[src/rtl/tgt_route_pkg.sv]
package tgt_route_pkg;
    localparam int LANES    = 4;
    localparam int BYTE_W   = 8;
    localparam int WORD_W   = LANES * BYTE_W;
    localparam int PRIV_IRQ = 32;

    typedef logic [BYTE_W-1:0] tmask_t;

    typedef struct packed {
        logic [WORD_W-1:0] rdata;
        logic              rvalid;
    } rd_state_t;
endpackage

[src/rtl/tgt_low_enc.sv]
module tgt_low_enc #(
    parameter int W  = 8,
    parameter int IW = 3
) (
    input  logic [W-1:0]  vec,
    output logic [IW-1:0] idx
);
    always_comb begin
        idx = '0;
        for (int k = W - 1; k >= 0; k--) begin
            if (vec[k]) idx = IW'(k);
        end
    end
endmodule

[src/rtl/tgt_route_entry.sv]
module tgt_route_entry
    import tgt_route_pkg::*;
#(
    parameter int IW = 3
) (
    input  logic          clk,
    input  logic          rst_n,
    input  logic          wr_hit,
    input  tmask_t        wbyte,
    input  tmask_t        present,
    output tmask_t        mask_o,
    output logic [IW-1:0] dest_o
);
    typedef struct packed {
        tmask_t        mask;
        logic [IW-1:0] dest;
    } entry_t;

    entry_t        ent_d, ent_q;
    tmask_t        clipped;
    logic [IW-1:0] enc_idx;

    assign clipped = wbyte & present;

    tgt_low_enc #(.W(BYTE_W), .IW(IW)) u_enc (
        .vec (clipped),
        .idx (enc_idx)
    );

    always_comb begin
        ent_d = ent_q;
        if (wr_hit) begin
            ent_d.mask = clipped;
            ent_d.dest = enc_idx;
        end
    end

    always_ff @(posedge clk or negedge rst_n) begin
        if (!rst_n) ent_q <= '0;
        else        ent_q <= ent_d;
    end

    assign mask_o = ent_q.mask;
    assign dest_o = ent_q.dest;
endmodule

[src/rtl/tgt_route_bank.sv]
module tgt_route_bank
    import tgt_route_pkg::*;
#(
    parameter int NUM_IRQ = 64,
    parameter int NUM_CPU = 8,
    localparam int NWORDS = NUM_IRQ / LANES,
    localparam int AW     = (NWORDS > 1) ? $clog2(NWORDS) : 1,
    localparam int NSH    = NUM_IRQ - PRIV_IRQ,
    localparam int IW     = (NUM_CPU > 1) ? $clog2(NUM_CPU) : 1
) (
    input  logic              clk,
    input  logic              rst_n,
    input  logic              bus_wr,
    input  logic              bus_rd,
    input  logic [AW-1:0]     bus_addr,
    input  logic [LANES-1:0]  bus_be,
    input  logic [WORD_W-1:0] bus_wdata,
    input  logic [2:0]        bus_req_cpu,
    output logic [WORD_W-1:0] bus_rdata,
    output logic              bus_rvalid,
    output logic [NSH*IW-1:0] route_dest
);
    localparam int     PRIV_WORDS = PRIV_IRQ / LANES;
    localparam tmask_t PRESENT    = tmask_t'((9'd1 << NUM_CPU) - 9'd1);

    logic [NSH*BYTE_W-1:0] sh_flat;
    rd_state_t             rd_d, rd_q;

    for (genvar g = 0; g < NSH; g++) begin : g_entry
        localparam int IRQ  = PRIV_IRQ + g;
        localparam int WORD = IRQ / LANES;
        localparam int LANE = IRQ % LANES;
        logic hit;
        assign hit = bus_wr && (bus_addr == AW'(WORD)) && bus_be[LANE];

        tgt_route_entry #(.IW(IW)) u_ent (
            .clk     (clk),
            .rst_n   (rst_n),
            .wr_hit  (hit),
            .wbyte   (bus_wdata[LANE*BYTE_W +: BYTE_W]),
            .present (PRESENT),
            .mask_o  (sh_flat[g*BYTE_W +: BYTE_W]),
            .dest_o  (route_dest[g*IW +: IW])
        );
    end

    always_comb begin
        rd_d        = rd_q;
        rd_d.rvalid = bus_rd;
        if (bus_rd) begin
            rd_d.rdata = '0;
            for (int l = 0; l < LANES; l++) begin
                if (bus_be[l]) begin
                    if (int'(bus_addr) < PRIV_WORDS) begin
                        rd_d.rdata[l*BYTE_W +: BYTE_W] = tmask_t'(9'd1 << bus_req_cpu);
                    end else if (int'(bus_addr) < NWORDS) begin
                        rd_d.rdata[l*BYTE_W +: BYTE_W] =
                            sh_flat[((int'(bus_addr) - PRIV_WORDS) * LANES + l) * BYTE_W +: BYTE_W];
                    end
                end
            end
        end
    end

    always_ff @(posedge clk or negedge rst_n) begin
        if (!rst_n) rd_q <= '0;
        else        rd_q <= rd_d;
    end

    assign bus_rdata  = rd_q.rdata;
    assign bus_rvalid = rd_q.rvalid;
endmodule

[config.mk]
export PLATFORM = sky130hd
export DESIGN_NAME = tgt_route_bank
export DESIGN_NICKNAME = d
export VERILOG_FILES = /design/src/rtl/tgt_route_pkg.sv /design/src/rtl/tgt_low_enc.sv /design/src/rtl/tgt_route_entry.sv /design/src/rtl/tgt_route_bank.sv
export SDC_FILE = /design/constraint.sdc
export NUM_CORES = 1
export LEC_CHECK = 0
export BUFFER_PORTS_ARGS = -buffer_cell sky130_fd_sc_hd__buf_4
export CORE_UTILIZATION = 40
export CTS_CLUSTER_SIZE = 24
export DETAILED_ROUTE_END_ITERATION = 16
export PLACE_DENSITY_LB_ADDON = 0.12
export SETUP_SLACK_MARGIN = 0.5
export SLEW_MARGIN = 30
export SYNTH_ARGS = -nofsm -noshare
export SYNTH_HDL_FRONTEND = slang
export SYNTH_HIERARCHICAL = 1
export SYNTH_SLANG_ARGS = --single-unit
[constraint.sdc]
create_clock -name clk -period 1.7 [get_ports clk]
set_input_delay 0.34 -clock clk [delete_from_list [all_inputs] [get_ports clk]]
set_output_delay 0.34 -clock clk [all_outputs]
set_load 0.02 [all_outputs]
==> results of run 1 <==
through the flow:
stage	worst slack (ps)	util [%]	instance area, sq um
finish	163.5	54.81	29730
global route	122.4	54.81	29730
CTS	137.6	53.97	29270
detailed placement	-321.8	47.79	25920
global placement	-312.0	47.79	25920
floorplan	-116.7	-	23170
report_power, final:
| part | switching [W] | total, W | internal, W | leakage, nW |
|---|---|---|---|---|
| clock network | 0.00408 | 0.00998 | 0.00589 | 0.747 |
| registers | 0.000992 | 0.0114 | 0.0104 | 5.11 |
| logic | 0.00286 | 0.00691 | 0.00405 | 7.93 |
| total | 0.00794 | 0.0283 | 0.0203 | 13.8 |
state kept, by name (all words and copies together), names as in the netlist:
register	flops
bus_rvalid	1
g_entry.u_ent/dest_o	96
g_entry.u_ent/mask_o	256
bus_rdata	32
timing repair:
| action | 4_1_cts | 5_1_grt |
|---|---|---|
| hold buffers | 1 | 0 |
| setup buffers | 90 | 35 |
| cloned | 17 | 2 |
| hold endpoints to repair | 165 | 0 |
| gates resized for setup | 230 | 42 |
| pin swaps | 24 | 5 |
| endpoints found under the setup margin | 469 | 374 |
synthesized netlist by cell type, drive strengths merged:
master / instances
or3b: 1
inv: 96
o22ai: 64
nand3b: 1
mux4: 64
nor2: 70
nand2b: 2
o21ai: 60
dfrtp: 385
a31o: 1
clkbuf: 15
nand3: 1
nand2: 7
conb: 1
buf: 49
nor4b: 32
nor4: 32
nor3b: 35
o41ai: 32
and3b: 3
nor3: 3
a211oi: 32
and2: 292
mux2: 352
a21oi: 64
cell type report:
| class | count | area [sq um] | share of cell area (%) |
|---|---|---|---|
| timing repair buffer | 400 | 4303 | 14.48 |
| clock buffer | 64 | 1323 | 4.449 |
| clock inverter | 22 | 195.2 | 0.6566 |
| multi-input combinational | 1412 | 13020 | 43.79 |
| sequential | 385 | 9657 | 32.49 |
| inverter | 96 | 360.3 | 1.212 |
| tap | 696 | 870.8 | 2.930 |
routing by layer:
layer / track usage, % / part of all wire (%) / vias up
met4: 7.937 / 2.9 / 0
met5: 0 / 0 / -
li1: - / - / 7234
met3: 3.206 / 3.5 / 102
met2: 36.48 / 46 / 307
met1: 32.75 / 47 / 7698
worst paths after layout:
check / endpoint / from / cells past startpoint / slack [ps]
worst max-delay path: route_dest[72] / g_entry[24].u_ent/dest_o[0]$_DFFE_PN0P_ / 1 / 160
worst min-delay path: bus_rdata[18]$_DFFE_PN0P_ / bus_rd / 2 / 220
worst max register to register: bus_rdata[9]$_DFFE_PN0P_ / g_entry[25].u_ent/mask_o[1]$_DFFE_PN0P_ / 3 / 380
worst min register to register: g_entry[28].u_ent/mask_o[7]$_DFFE_PN0P_ / g_entry[28].u_ent/mask_o[7]$_DFFE_PN0P_ / 1 / 500
max in group asynchronous: g_entry[5].u_ent/dest_o[1]$_DFFE_PN0P_ / rst_n / 4 / 760
min in group asynchronous: g_entry[28].u_ent/mask_o[6]$_DFFE_PN0P_ / rst_n / 2 / 240
kinds of logic (layout without fill, tap and decap cells):
logic type / after synthesis / count (layout)
AOI/OAI and AO/OA: 253 / 253
buffers and inverters: 160 / 582
DFF: 385 / 385
muxes: 416 / 416
other: 1 / 256
and+or+nand+nor: 479 / 487
==> results_dict.tcl, run 1 <==
set metrics [dict create \
    io_buffers 175 \
    wire_per_inst_microns 20.99 \
    antennaDiodeCount 0 \
    fp.dieH_microns 237.1 \
    final_common_cell "dfrtp_1" \
    synth_seq_cells 385 \
    std_cell_rows 85 \
    fin_crit_ps 1537 \
    nFillCells 4637 \
    ys_warn_count 6 \
    placedCellCount 2844 \
    ios 176 \
    synth-simple-area-share_pct 13.63 \
    synth_compound_area_share_pct 8.823 \
    cp.arrival_ps 1200 \
    die_area_sq_um 56210 \
    synthAdderAreaFrac_pct 0 \
    drv_slew 0 \
    ir_drop_mv 0.7818 \
    antenna_found_initial 0 \
    hp-class "input port to flop" \
    cts.sink_count 385 \
    fin_crit_sh_pct 90.38 \
    power_density_nw_per_um2 951.5 \
    fin_skew_ps 12.96 \
    areaGrowthSynthToFinish_pct 34.46 \
    cp_cell_sequence "buf_6" \
    syn_inst 1694 \
    initial_utilization_pct 40.76 \
    cts_tree "done" \
    numCtsBuffers 46 \
    yosys.area.top_type "dfrtp_1" \
    cts_buffer_depth 3 \
    synthMuxAreaShare_pct 29.88 \
    syn_area_per_cell_sq_um 13.05 \
    clk_latency_ps 580 \
    fmax_mhz 650.8 \
    critPathRequiredTime_ps 1360 \
    hold_violations 0 \
    clock-root-buffer "clkbuf_16" \
    tns_ps 0 \
    drtIter0Drc 700 \
    fin_hold_ws_ps 220.2 \
    cp_max_fo 2 \
    synth_top_family_by_area "multiplexers" \
    drcViolationCount 0 \
    synth_xor_xnor_area_share_pct 0 \
    seq_area_frac_synth_pct 43.58 \
    grt_pass1_wl_mm 98.69 \
    h-tree-depth 2 \
    path_class "flop to output pin" \
    synth_area_leaders "dfrtp_1, mux2_4, and2_1" \
    crit_path_top_delay_cell "dfrtp_1" \
    vias 15340 \
    start_kind "flop" \
    final_nets 2388 \
    crit_buf_inv 1 \
    crit_family "flip-flops" \
    setup_viol 0 \
    p_leak_nw 13.79 \
    first_pass_iters 4 \
    design_power_total_w 0.02828 \
    cp_slowest_stage_delay_ps 450 \
    final_cell_mix "dfrtp_1, mux2_4, and2_1, conb_1, buf_4" \
    vias_per_cell 4.989 \
    worstMarginPinSlew_ps 531.8 \
    die_w_microns 237.1 \
    ant_nets 0 \
    gp_congestion 0.8203 \
    drive_above_1_share_pct 45.52 \
    cap_viol_max_count 0 \
    core_sq_um 54240 \
    clkSlewWorstSetupHoldPaths_ps 60 \
    grt_pass1_vias 15920 \
    slew_headroom_pct 64.47 \
    rsz0062_at_grt "yes" \
    hpwl_mm 45.37 \
    finalNonFillerCells 3075 \
    status "completed" \
    grt.overflow.total 0 \
    totalWireLength_mm 64.55 \
    synth_area_sq_um 22110 \
    yosysTopAreaCellShare_pct 43.58 \
    grt_max_degree 47 \
    globalRouteTotalUtil_pct 23.17 \
    synth_cell_type_count 33 \
    cp-end-kind "output pin" \
]
Power figures use the tool's default switching activity.
==> run 2, diff against run 1 <==
--- a/config.mk
+++ b/config.mk
@@ -6,6 +6,7 @@
 export NUM_CORES = 1
 export LEC_CHECK = 0
 export BUFFER_PORTS_ARGS = -buffer_cell sky130_fd_sc_hd__buf_4
+export CORE_MARGIN = 2
 export CORE_UTILIZATION = 40
 export CTS_CLUSTER_SIZE = 24
 export DETAILED_ROUTE_END_ITERATION = 16
==> run 2 against run 1 <==
Effect of this change: sequential share of layout area about the same; fmax down 0.62%; non-clock buffer count is 21 lower; critical path depth unchanged; routed wire length about the same; core utilization shrank 0.69 points; final cell count is 0.39% lower; hold slack got worse by 74 ps; largest cell class unchanged.
==> results_dict.tcl, run 2 (synthesized netlist as in run 1, its figures left out) <==
set metrics [dict create \
    status "completed" \
    ant_nets 0 \
    hold_violations 0 \
    hp-class "input port to flop" \
    grt_pass1_vias 15450 \
    vias_per_cell 4.983 \
    cp_cell_sequence "buf_6" \
    tns_ps 0 \
    core_sq_um 54880 \
    start_kind "flop" \
    grt_max_degree 62 \
    finalNonFillerCells 3063 \
    die_w_microns 239.1 \
    cts_buffer_depth 3 \
    final_common_cell "dfrtp_1" \
    use_met1_pct 32.37 \
    globalRouteTotalUtil_pct 22.62 \
    seq_area_sq_um 9653 \
    grt.overflow.total 0 \
    slew_headroom_pct 52.97 \
    clkSlewWorstSetupHoldPaths_ps 60 \
    busiest_layer "met2" \
    ir_drop_mv 0.6656 \
    hpwl_mm 44.70 \
    drive_above_1_share_pct 45.02 \
    gp_congestion 0.8193 \
    final_nets 2369 \
    initial_utilization_pct 40.28 \
    crit_path_top_delay_cell "dfrtp_1" \
    multiInputGateArea_sq_um 13080 \
    worstMarginPinSlew_ps 703.9 \
    numCtsBuffers 47 \
    crit_family "flip-flops" \
    internal-power_w 0.02091 \
    power_frac_seq_pct 39.5 \
    grt_use_met2_pct 36.29 \
    nFillCells 4713 \
    power.share.combinational_pct 23.7 \
    fin_skew_ps 17.31 \
    die_area_sq_um 57160 \
    fin_crit_sh_pct 90.95 \
    drv_slew 0 \
    first_pass_iters 5 \
    fmax_mhz 646.8 \
    vias 15260 \
    grt_pass1_wl_mm 97.66 \
    p_leak_nw 13.74 \
    fp.dieH_microns 239.1 \
    h-tree-depth 2 \
    crit_buf_inv 1 \
    pwr-share-clk_pct 36.9 \
    final_util_pct 54.12 \
    cp_slowest_stage_delay_ps 460 \
    clk_latency_ps 580 \
    io_buffers 175 \
    cp.arrival_ps 1210 \
    met3_usage_pct 2.864 \
    ios 176 \
    final_cell_mix "dfrtp_1, mux2_4, and2_1, conb_1, buf_4" \
    largest_register_ff_count 256 \
    drtIter0Drc 951 \
    cts_tree "done" \
    clock-root-buffer "clkbuf_16" \
    totalWireLength_mm 64.56 \
    design_power_total_w 0.02885 \
    placedCellCount 2842 \
    wire_per_inst_microns 21.08 \
    critPathRequiredTime_ps 1360 \
    antennaDiodeCount 0 \
    cts.sink_count 385 \
    antenna_found_initial 1 \
    std_cell_rows 86 \
    drcViolationCount 0 \
    power_density_nw_per_um2 971.4 \
    fin_crit_ps 1546 \
    cap_viol_max_count 0 \
    power_switching_w 0.007938 \
    cp_max_fo 2 \
    path_class "flop to output pin" \
    rsz0062_at_grt "yes" \
    setup_viol 0 \
    p_sw_share_pct 27.52 \
    cp-end-kind "output pin" \
    areaGrowthSynthToFinish_pct 34.33 \
]
[run 2: changes by cell type in the layout (fill, tap and decap cells not counted), sizes merged]
cell         delta
buf            -25
clkinvlp        -2
and2            +1
clkbuf         +10
bufinv          +2
dlygate4sd3     +1
clkinv          -7
[run 2: worst paths after layout]
check / from / to / slack (ps) / cells past startpoint
max in group asynchronous: rst_n / g_entry[22].u_ent/dest_o[0]$_DFFE_PN0P_ / 760 / 3
max: bus_rdata[9]$_DFFE_PN0P_ / bus_rdata[9] / 150 / 1
min: bus_rd / bus_rdata[22]$_DFFE_PN0P_ / 150 / 2
min reg2reg: g_entry[15].u_ent/mask_o[7]$_DFFE_PN0P_ / g_entry[15].u_ent/mask_o[7]$_DFFE_PN0P_ / 510 / 1
min in group asynchronous: rst_n / g_entry[0].u_ent/dest_o[2]$_DFFE_PN0P_ / 210 / 2
max reg2reg: g_entry[19].u_ent/mask_o[0]$_DFFE_PN0P_ / bus_rdata[24]$_DFFE_PN0P_ / 320 / 3
[run 2: through the flow]
step                worst slack, ps  cell area (sq um)  hold slack, ps
floorplan                    -116.7              23170           44.41
global placement             -367.5              25770           211.2
finish                        153.8              29700           146.7
detailed placement           -356.2              25770           211.6
CTS                           141.8              29200           118.5
global route                  134.6              29700           134.1
[run 2: timing repair]
action                                  CTS  global route
pin swaps                                18             8
setup buffers                            82            27
endpoints found under the setup margin  513           442
cloned                                   18             6
gates resized for setup                 236            45
endpoints found under the hold margin   355             0
hold buffers                              2             0
[run 2: layer usage]
| metal | part of all wire, % | vias up |
|---|---|---|
| li1 | - | 7205 |
| met1 | 47 | 7680 |
| met2 | 47 | 288 |
| met3 | 3.9 | 89 |
| met4 | 2.1 | 0 |
| met5 | 0 | - |
[run 2: power groups by stage]
stage	Clock, W	Sequential, W	Combinational, W
floorplan	0	0.0116	0.00336
global placement	0	0.0114	0.00571
detailed placement	0	0.0114	0.00579
CTS	0.0109	0.0114	0.00666
global route	0.0112	0.0115	0.00731
finish	0.0106	0.0114	0.00683
[run 2: area by class of cell]
| class | count | share of cell area [%] |
|---|---|---|
| clock buffers | 71 | 4.811 |
| clock inverters | 15 | 0.6910 |
| inverters | 96 | 1.213 |
| multi-input cells | 1413 | 44.03 |
| flip-flops and latches | 385 | 32.50 |
| well taps | 704 | 2.966 |
| repair buffers | 379 | 13.79 |
